## config.mk

```make
export PLATFORM = sky130hd
export DESIGN_NAME = spi_page_writer
export DESIGN_NICKNAME = d
export VERILOG_FILES = /design/src/rtl/spw_pkg.sv /design/src/rtl/spw_burst_calc.sv /design/src/rtl/spw_byte_engine.sv /design/src/rtl/spi_page_writer.sv
export SDC_FILE = /design/constraint.sdc
export NUM_CORES = 1
export LEC_CHECK = 0
export BUFFER_PORTS_ARGS = -buffer_cell sky130_fd_sc_hd__clkbuf_2
export CORE_MARGIN = 3
export CORE_UTILIZATION = 60
export DETAILED_ROUTE_END_ITERATION = 10
export MAX_ROUTING_LAYER = met4
export PLACE_DENSITY = 0.91
export SETUP_SLACK_MARGIN = 0.1
export SYNTH_ARGS = -nofsm -noshare
export SYNTH_HDL_FRONTEND = slang
export SYNTH_SLANG_ARGS = --single-unit
export TNS_END_PERCENT = 100
```

## constraint.sdc

```tcl
create_clock -name clk -period 4.1 [get_ports clk]
set_input_delay 0.82 -clock clk [delete_from_list [all_inputs] [get_ports clk]]
set_output_delay 0.82 -clock clk [all_outputs]
set_load 0.02 [all_outputs]
```

## src/rtl/spw_pkg.sv

```systemverilog
package spw_pkg;

    localparam logic [7:0] OP_WEN  = 8'h06;
    localparam logic [7:0] OP_PROG = 8'h02;
    localparam logic [7:0] OP_STAT = 8'h05;

    typedef enum logic [3:0] {
        ST_IDLE,
        ST_WEN,
        ST_POP,
        ST_AHI,
        ST_ALO,
        ST_DATA,
        ST_SOP,
        ST_SBYTE,
        ST_GAP,
        ST_FIN
    } seq_st_e;

endpackage

```

## src/rtl/spw_burst_calc.sv

```systemverilog
module spw_burst_calc #(
    parameter int LEN_W      = 16,
    parameter int PAGE_BYTES = 64,
    localparam int OFS_W     = $clog2(PAGE_BYTES),
    localparam int BURST_W   = OFS_W + 1
) (
    input  logic [OFS_W-1:0]   page_off,
    input  logic [LEN_W-1:0]   remaining,
    output logic [BURST_W-1:0] burst
);

    logic [BURST_W-1:0] room;

    always_comb begin
        room = BURST_W'(PAGE_BYTES) - BURST_W'(page_off);
        if (remaining < LEN_W'(room)) begin
            burst = BURST_W'(remaining);
        end else begin
            burst = room;
        end
    end

endmodule

```

## src/rtl/spw_byte_engine.sv

```systemverilog
module spw_byte_engine #(
    parameter int SCLK_HALF = 2,
    localparam int DIV_W    = $clog2(SCLK_HALF + 1)
) (
    input  logic       clk,
    input  logic       rst_n,
    input  logic       go,
    input  logic [7:0] tx_byte,
    input  logic       miso,
    output logic       sclk,
    output logic       mosi,
    output logic       rx_last,
    output logic       done
);

    typedef struct packed {
        logic             busy;
        logic [DIV_W-1:0] div;
        logic [2:0]       bitn;
        logic             hi;
        logic [7:0]       sh;
        logic             sclk;
        logic             rx;
        logic             done;
    } eng_t;

    eng_t q, n;

    always_comb begin
        n      = q;
        n.done = 1'b0;
        if (!q.busy) begin
            if (go) begin
                n.busy = 1'b1;
                n.sh   = tx_byte;
                n.div  = '0;
                n.bitn = '0;
                n.hi   = 1'b0;
                n.sclk = 1'b0;
            end
        end else if (q.div == DIV_W'(SCLK_HALF - 1)) begin
            n.div = '0;
            if (!q.hi) begin
                n.sclk = 1'b1;
                n.hi   = 1'b1;
                n.rx   = miso;
            end else begin
                n.sclk = 1'b0;
                n.hi   = 1'b0;
                if (q.bitn == 3'd7) begin
                    n.busy = 1'b0;
                    n.done = 1'b1;
                end else begin
                    n.bitn = q.bitn + 3'd1;
                    n.sh   = {q.sh[6:0], 1'b0};
                end
            end
        end else begin
            n.div = q.div + DIV_W'(1);
        end
    end

    always_ff @(posedge clk or negedge rst_n) begin
        if (!rst_n) begin
            q <= '0;
        end else begin
            q <= n;
        end
    end

    assign sclk    = q.sclk;
    assign mosi    = q.sh[7];
    assign rx_last = q.rx;
    assign done    = q.done;

    // data line held steady through the high half of each clock
    p_mosi_hold_r7: assert property (@(posedge clk) disable iff (!rst_n)
        (q.sclk && $past(q.sclk)) |-> $stable(q.sh[7]));

endmodule

```

## src/rtl/spi_page_writer.sv

```systemverilog
module spi_page_writer #(
    parameter int ADDR_W      = 16,
    parameter int LEN_W       = 16,
    parameter int PAGE_BYTES  = 64,
    parameter int SCLK_HALF   = 2,
    parameter int CS_GAP_SCLK = 2
) (
    input  logic              clk,
    input  logic              rst_n,
    input  logic              cmd_start,
    input  logic [ADDR_W-1:0] cmd_addr,
    input  logic [LEN_W-1:0]  cmd_len,
    output logic              cmd_busy,
    output logic              cmd_done,
    input  logic              in_valid,
    output logic              in_ready,
    input  logic [7:0]        in_data,
    output logic              spi_sclk,
    output logic              spi_mosi,
    input  logic              spi_miso,
    output logic              spi_cs_n,
    output logic              spi_wp_n
);
    import spw_pkg::*;

    localparam int OFS_W   = $clog2(PAGE_BYTES);
    localparam int BURST_W = OFS_W + 1;
    localparam int GAP_CYC = CS_GAP_SCLK * 2 * SCLK_HALF;
    localparam int GAP_W   = $clog2(GAP_CYC + 1);

    typedef struct packed {
        seq_st_e            st;
        seq_st_e            after_gap;
        logic [GAP_W-1:0]   gap_cnt;
        logic [ADDR_W-1:0]  addr;
        logic [LEN_W-1:0]   left;
        logic [BURST_W-1:0] burst;
        logic               inflight;
        logic               cs_n;
        logic               wp;
        logic               busy;
        logic               done;
        logic               rdy;
    } seq_t;

    seq_t q, n;

    logic               eng_go;
    logic [7:0]         eng_tx;
    logic               eng_done;
    logic               eng_rx;
    logic [BURST_W-1:0] burst_w;
    logic [15:0]        addr16;
    logic               cmd_byte;

    spw_burst_calc #(
        .LEN_W      (LEN_W),
        .PAGE_BYTES (PAGE_BYTES)
    ) u_calc (
        .page_off  (q.addr[OFS_W-1:0]),
        .remaining (q.left),
        .burst     (burst_w)
    );

    spw_byte_engine #(
        .SCLK_HALF (SCLK_HALF)
    ) u_eng (
        .clk     (clk),
        .rst_n   (rst_n),
        .go      (eng_go),
        .tx_byte (eng_tx),
        .miso    (spi_miso),
        .sclk    (spi_sclk),
        .mosi    (spi_mosi),
        .rx_last (eng_rx),
        .done    (eng_done)
    );

    assign addr16 = 16'(q.addr);

    always_comb begin
        n        = q;
        n.done   = 1'b0;
        eng_go   = 1'b0;
        eng_tx   = 8'h00;
        cmd_byte = 1'b0;

        case (q.st)
            ST_WEN:   begin eng_tx = OP_WEN;        cmd_byte = 1'b1; end
            ST_POP:   begin eng_tx = OP_PROG;       cmd_byte = 1'b1; end
            ST_AHI:   begin eng_tx = addr16[15:8];  cmd_byte = 1'b1; end
            ST_ALO:   begin eng_tx = addr16[7:0];   cmd_byte = 1'b1; end
            ST_SOP:   begin eng_tx = OP_STAT;       cmd_byte = 1'b1; end
            ST_SBYTE: begin eng_tx = 8'h00;         cmd_byte = 1'b1; end
            default:  begin eng_tx = in_data;       cmd_byte = 1'b0; end
        endcase

        if (cmd_byte && !q.inflight) begin
            eng_go     = 1'b1;
            n.inflight = 1'b1;
            n.cs_n     = 1'b0;
        end

        case (q.st)
            ST_IDLE: begin
                if (cmd_start) begin
                    if (cmd_len == '0) begin
                        n.done = 1'b1;
                    end else begin
                        n.addr = cmd_addr;
                        n.left = cmd_len;
                        n.busy = 1'b1;
                        n.st   = ST_WEN;
                    end
                end
            end
            ST_WEN: begin
                if (!q.inflight) begin
                    n.wp    = 1'b1;
                    n.burst = burst_w;
                end else if (eng_done) begin
                    n.inflight  = 1'b0;
                    n.cs_n      = 1'b1;
                    n.gap_cnt   = '0;
                    n.after_gap = ST_POP;
                    n.st        = ST_GAP;
                end
            end
            ST_POP, ST_AHI: begin
                if (q.inflight && eng_done) begin
                    n.inflight = 1'b0;
                    n.st       = (q.st == ST_POP) ? ST_AHI : ST_ALO;
                end
            end
            ST_ALO: begin
                if (q.inflight && eng_done) begin
                    n.inflight = 1'b0;
                    n.rdy      = 1'b1;
                    n.st       = ST_DATA;
                end
            end
            ST_DATA: begin
                if (q.inflight) begin
                    if (eng_done) begin
                        n.inflight = 1'b0;
                        n.addr     = q.addr + ADDR_W'(1);
                        n.left     = q.left - LEN_W'(1);
                        n.burst    = q.burst - BURST_W'(1);
                        if (q.burst == BURST_W'(1)) begin
                            n.cs_n      = 1'b1;
                            n.gap_cnt   = '0;
                            n.after_gap = ST_SOP;
                            n.st        = ST_GAP;
                        end else begin
                            n.rdy = 1'b1;
                        end
                    end
                end else if (q.rdy && in_valid) begin
                    eng_go     = 1'b1;
                    n.inflight = 1'b1;
                    n.rdy      = 1'b0;
                end
            end
            ST_SOP: begin
                if (q.inflight && eng_done) begin
                    n.inflight = 1'b0;
                    n.st       = ST_SBYTE;
                end
            end
            ST_SBYTE: begin
                if (q.inflight && eng_done) begin
                    n.inflight = 1'b0;
                    n.cs_n     = 1'b1;
                    n.gap_cnt  = '0;
                    n.st       = ST_GAP;
                    if (eng_rx) begin
                        n.after_gap = ST_SOP;
                    end else begin
                        n.wp        = 1'b0;
                        n.after_gap = (q.left == '0) ? ST_FIN : ST_WEN;
                    end
                end
            end
            ST_GAP: begin
                n.gap_cnt = q.gap_cnt + GAP_W'(1);
                if (q.gap_cnt == GAP_W'(GAP_CYC - 1)) begin
                    n.st = q.after_gap;
                end
            end
            ST_FIN: begin
                n.busy = 1'b0;
                n.done = 1'b1;
                n.st   = ST_IDLE;
            end
            default: n.st = ST_IDLE;
        endcase
    end

    always_ff @(posedge clk or negedge rst_n) begin
        if (!rst_n) begin
            q      <= '0;
            q.cs_n <= 1'b1;
        end else begin
            q <= n;
        end
    end

    assign cmd_busy = q.busy;
    assign cmd_done = q.done;
    assign in_ready = q.rdy;
    assign spi_cs_n = q.cs_n;
    assign spi_wp_n = q.wp;

    // Cycles chip-select has been high, saturating, used by p_cs_gap_r6
    logic [GAP_W-1:0] hi_cnt_q;
    always_ff @(posedge clk or negedge rst_n) begin
        if (!rst_n) begin
            hi_cnt_q <= GAP_W'(GAP_CYC);
        end else if (!q.cs_n) begin
            hi_cnt_q <= '0;
        end else if (hi_cnt_q != GAP_W'(GAP_CYC)) begin
            hi_cnt_q <= hi_cnt_q + GAP_W'(1);
        end
    end

    p_cs_gap_r6: assert property (@(posedge clk) disable iff (!rst_n)
        $fell(q.cs_n) |-> (hi_cnt_q >= GAP_W'(GAP_CYC)));

    p_sclk_idle_r7: assert property (@(posedge clk) disable iff (!rst_n)
        q.cs_n |-> !spi_sclk);

    p_wp_frame_r8: assert property (@(posedge clk) disable iff (!rst_n)
        !q.cs_n |-> q.wp);

    p_done_pulse_r9: assert property (@(posedge clk) disable iff (!rst_n)
        q.done |=> !q.done);

    p_busy_start_r9: assert property (@(posedge clk) disable iff (!rst_n)
        (cmd_start && !q.busy && cmd_len != '0) |=> q.busy);

    p_zero_len_r10: assert property (@(posedge clk) disable iff (!rst_n)
        (cmd_start && !q.busy && cmd_len == '0) |=> (q.done && !q.busy));

    p_ready_phase_r11: assert property (@(posedge clk) disable iff (!rst_n)
        q.rdy |-> (q.st == ST_DATA && !q.inflight));

    p_burst_fit_r3: assert property (@(posedge clk) disable iff (!rst_n)
        (q.st == ST_WEN && !q.inflight) |->
        (burst_w != '0 && LEN_W'(burst_w) <= q.left &&
         (32'(q.addr[OFS_W-1:0]) + 32'(burst_w)) <= PAGE_BYTES));

endmodule

```

==> reports/results.tsv <==
metric	value	unit
outcome	completed	
cts_setup_buffers	0	
die_y	97.1	µm
die-area	9430	µm²
vias	5128	
cts-root-buf	clkbuf_8	
worstPathArrival	3.57	ns
ys_async_sr_fraction	100	%
synth_edf_count	0	
synth_fp_nets	665	
p_per_area	522	nW/µm²
synth_top_area_share	36.7	%
dp_hpwl	9690	µm
syn_inst	606	
instances_no_fill	739	
drv_cap	0	
antenna_found_initial	0	
finalCritPeriodShare	80.1	%
final_net_count	691	
p_leak	0.00234	µW
clk_pin_slew	0.08	ns
synth.distinct_cells	70	
die_x	97.1	µm
h-tree-depth	3	
reg2reg_depth	9	
drc	0	
row_count	32	
wirelength	14000	µm
cp.depth	9	
cts_buffers	9	
postRouteAntennaNets	0	
cts_tree	yes	
crit_fanout	11	
ys_ff_latch	74	
rsz0062_at_grt	false	
hold_viol_final	0	
startpoint	addr16[2]$_DFFE_PN0P_	
grt_pass1_wl	23100	µm
cp_slowest_stage_delay	0.58	ns
reg2reg_slack	0.82	ns
worst_pin_slew	1.10	ns
grt_pass1_vias	4824	
holdCritPathClass	reg -> reg	
avgSynthCellArea	8.22	µm²
vdd_ir_drop_max	0.000260	V
min_period	3.28	ns
maxSlewViolCount	0	
synthFlopType	dfrtp_1	
area_growth	10.1	%
synth_common_cells	73 x dfrtp_1, 62 x nand2_1, 41 x clkbuf_1, 40 x nor2_1, 37 x a21oi_1	
drive_gt1_share	14.1	%
cts_hold_buf	0	
ys_seq_area_share	37.2	%
crit_slowest_cell	or4_1	
crit_type	reg -> reg	
hold_ws	0.481	ns
placedCellCount	723	
syn_area	4980	µm²
start_util	63.1	%
max_freq	304	MHz
critical-path-top-delay-family	compound AO/OA/AOI/OAI gates	
cts_resized	0	
num_io_pins	52	
port_buffers	51	
finalSetupTns	0	ns
wire_per_inst	18.9	µm
crit_required	4.38	ns
grt_max_degree	75	
place_congestion	0.928	
finalSetupViolCount	0	
reg2reg_to	q[8]$_DFFE_PN0P_	
drt_iter0_drc	484	
coreArea	7890	µm²
grt-ovfl-total	0	
fillers	619	
first_pass_iters	6	
yosysMostFrequentCell	dfrtp_1	
synth.area.top_cells	dfrtp_1 37%, nand2_1 4.7%, a21oi_1 3.7%, ha_1 3.5%, o21ai_0 3.5%	
clockBufferDepth	2	
skew	0.0157	ns
path_buf_inv	0	
worstSkewPairLatency	0.37	ns
startpoint_type	flop	
clkSinkCount	74	
r2r_start	addr16[2]$_DFFE_PN0P_	
n_antenna_cell	0	
crit_path_end	q[8]$_DFFE_PN0P_	
grt_usage	30.5	%
yosysTopAreaCell	dfrtp_1	
yosys_warnings	0	
slew_headroom	26.0	%
cp_cell_sequence	or4_1, nor2_1, xor2_1, ha_1, a21o_1, a211o_1, a211oi_2, mux2_1, o21ai_1	
viasPerCell	6.94	
end_kind	flop	
-- routing by layer --
| metal | vias up | global-route usage (%) | share of wire [%] |
|---|---|---|---|
| met2 | 326 | 49.2 | 48 |
| met5 | - | - | 0 |
| met4 | 0 | 10.4 | 2.2 |
| li1 | 2328 | - | - |
| met3 | 46 | 6.03 | 9.8 |
| met1 | 2428 | 38.8 | 40 |
-- stage by stage --
step / util [%] / total power (µW) / setup slack (ns) / instance area (µm²)
floorplan: - / 1890 / 1.24 / 4980
global placement: 66.8 / 2120 / 0.962 / 5270
detailed placement: 66.8 / 2190 / 0.851 / 5270
CTS: 69.5 / 2830 / 0.838 / 5480
global route: 69.5 / 3040 / 0.633 / 5480
finish: 69.5 / 2860 / 0.815 / 5480
-- worst min-delay path: stages, from the launching register on --
cell and delay (ns):
dfstp_2 0.37, o21ai_0 0.06, nand2_1 0.05
-- cell families (layout without fill, tap and decap cells) --
| kind of cell | after synthesis | after routing | share of synthesized area (%) |
|---|---|---|---|
| buffers and inverters | 72 | 103 | 5.60 |
| AOI/OAI and AO/OA | 189 | 189 | 26.1 |
| xor gates and xnor gates | 4 | 4 | 0.704 |
| and+or+nand+nor | 247 | 247 | 25.6 |
| muxes | 6 | 6 | 1.26 |
| adders and majority gates | 14 | 14 | 3.52 |
| DFF | 74 | 74 | 37.2 |
-- layout by cell type (no fill, tap or decap), types with 6 or more instances in the layout --
cell / netlist / layout
nor2_1: 40 / 40
or3_1: 13 / 13
a21oi_1: 37 / 37
inv_1: 24 / 24
o31ai_1: 7 / 7
clkbuf_2: 0 / 50
and3_1: 8 / 8
nand2b_1: 7 / 7
nor2b_1: 8 / 8
a32oi_1: 9 / 9
a22o_1: 8 / 8
o211ai_1: 11 / 11
a22oi_1: 12 / 12
ha_1: 14 / 14
nor4_1: 11 / 11
clkbuf_8: 0 / 9
buf_4: 0 / 13
nand4_1: 6 / 6
o21ai_0: 35 / 35
nor3_1: 29 / 29
nor3b_1: 6 / 6
dfrtp_1: 73 / 73
nand3_1: 30 / 30
o22ai_1: 12 / 12
a211oi_1: 10 / 10
o2bb2ai_1: 7 / 7
nand2_1: 62 / 62
-- cell type report --
cell class                 instances  area, µm²  area share, %
clock buffer                      10        128           2.33
clock inverter                     6       88.8           1.62
inverter                          24       90.1           1.64
multi-input combinational        460       2850           51.9
sequential                        74       1850           33.8
tap                              102        128           2.33
timing repair buffer              63        348           6.34
-- sequential cells by signal, indices dropped and copies added, names as in the netlist --
| signal | count |
|---|---|
| q | 36 |
| addr16 | 16 |
| u_eng.q | 13 |
| cmd_busy | 1 |
| cmd_done | 1 |
| in_ready | 1 |
| spi_cs_n | 1 |
| spi_wp_n | 1 |
| u_eng.done | 1 |
| u_eng.mosi | 1 |
| u_eng.rx_last | 1 |
| u_eng.sclk | 1 |
-- worst min-delay path by stage --
stage                       start                  to  slack [ns]  depth (start not counted)
2_1_floorplan   q[52]$_DFFE_PN0P_   q[52]$_DFFE_PN0P_        0.45                          2
3_3_place_gp   spi_cs_n$_DFF_PN1_  spi_cs_n$_DFF_PN1_        0.47                          2
3_5_place_dp   spi_cs_n$_DFF_PN1_  spi_cs_n$_DFF_PN1_        0.47                          2
4_1_cts        spi_cs_n$_DFF_PN1_  spi_cs_n$_DFF_PN1_        0.48                          2
5_1_grt         q[52]$_DFFE_PN0P_   q[52]$_DFFE_PN0P_        0.53                          2
6_report       spi_cs_n$_DFF_PN1_  spi_cs_n$_DFF_PN1_        0.48                          2
-- power breakdown --
part           internal (µW)  switching, µW  leakage, µW
Clock                    344            299     0.000103
Sequential               909            297     0.000942
Combinational            426            588      0.00130
Total                   1680           1180      0.00234
Note: power is estimated with default switching activity, not from simulation.
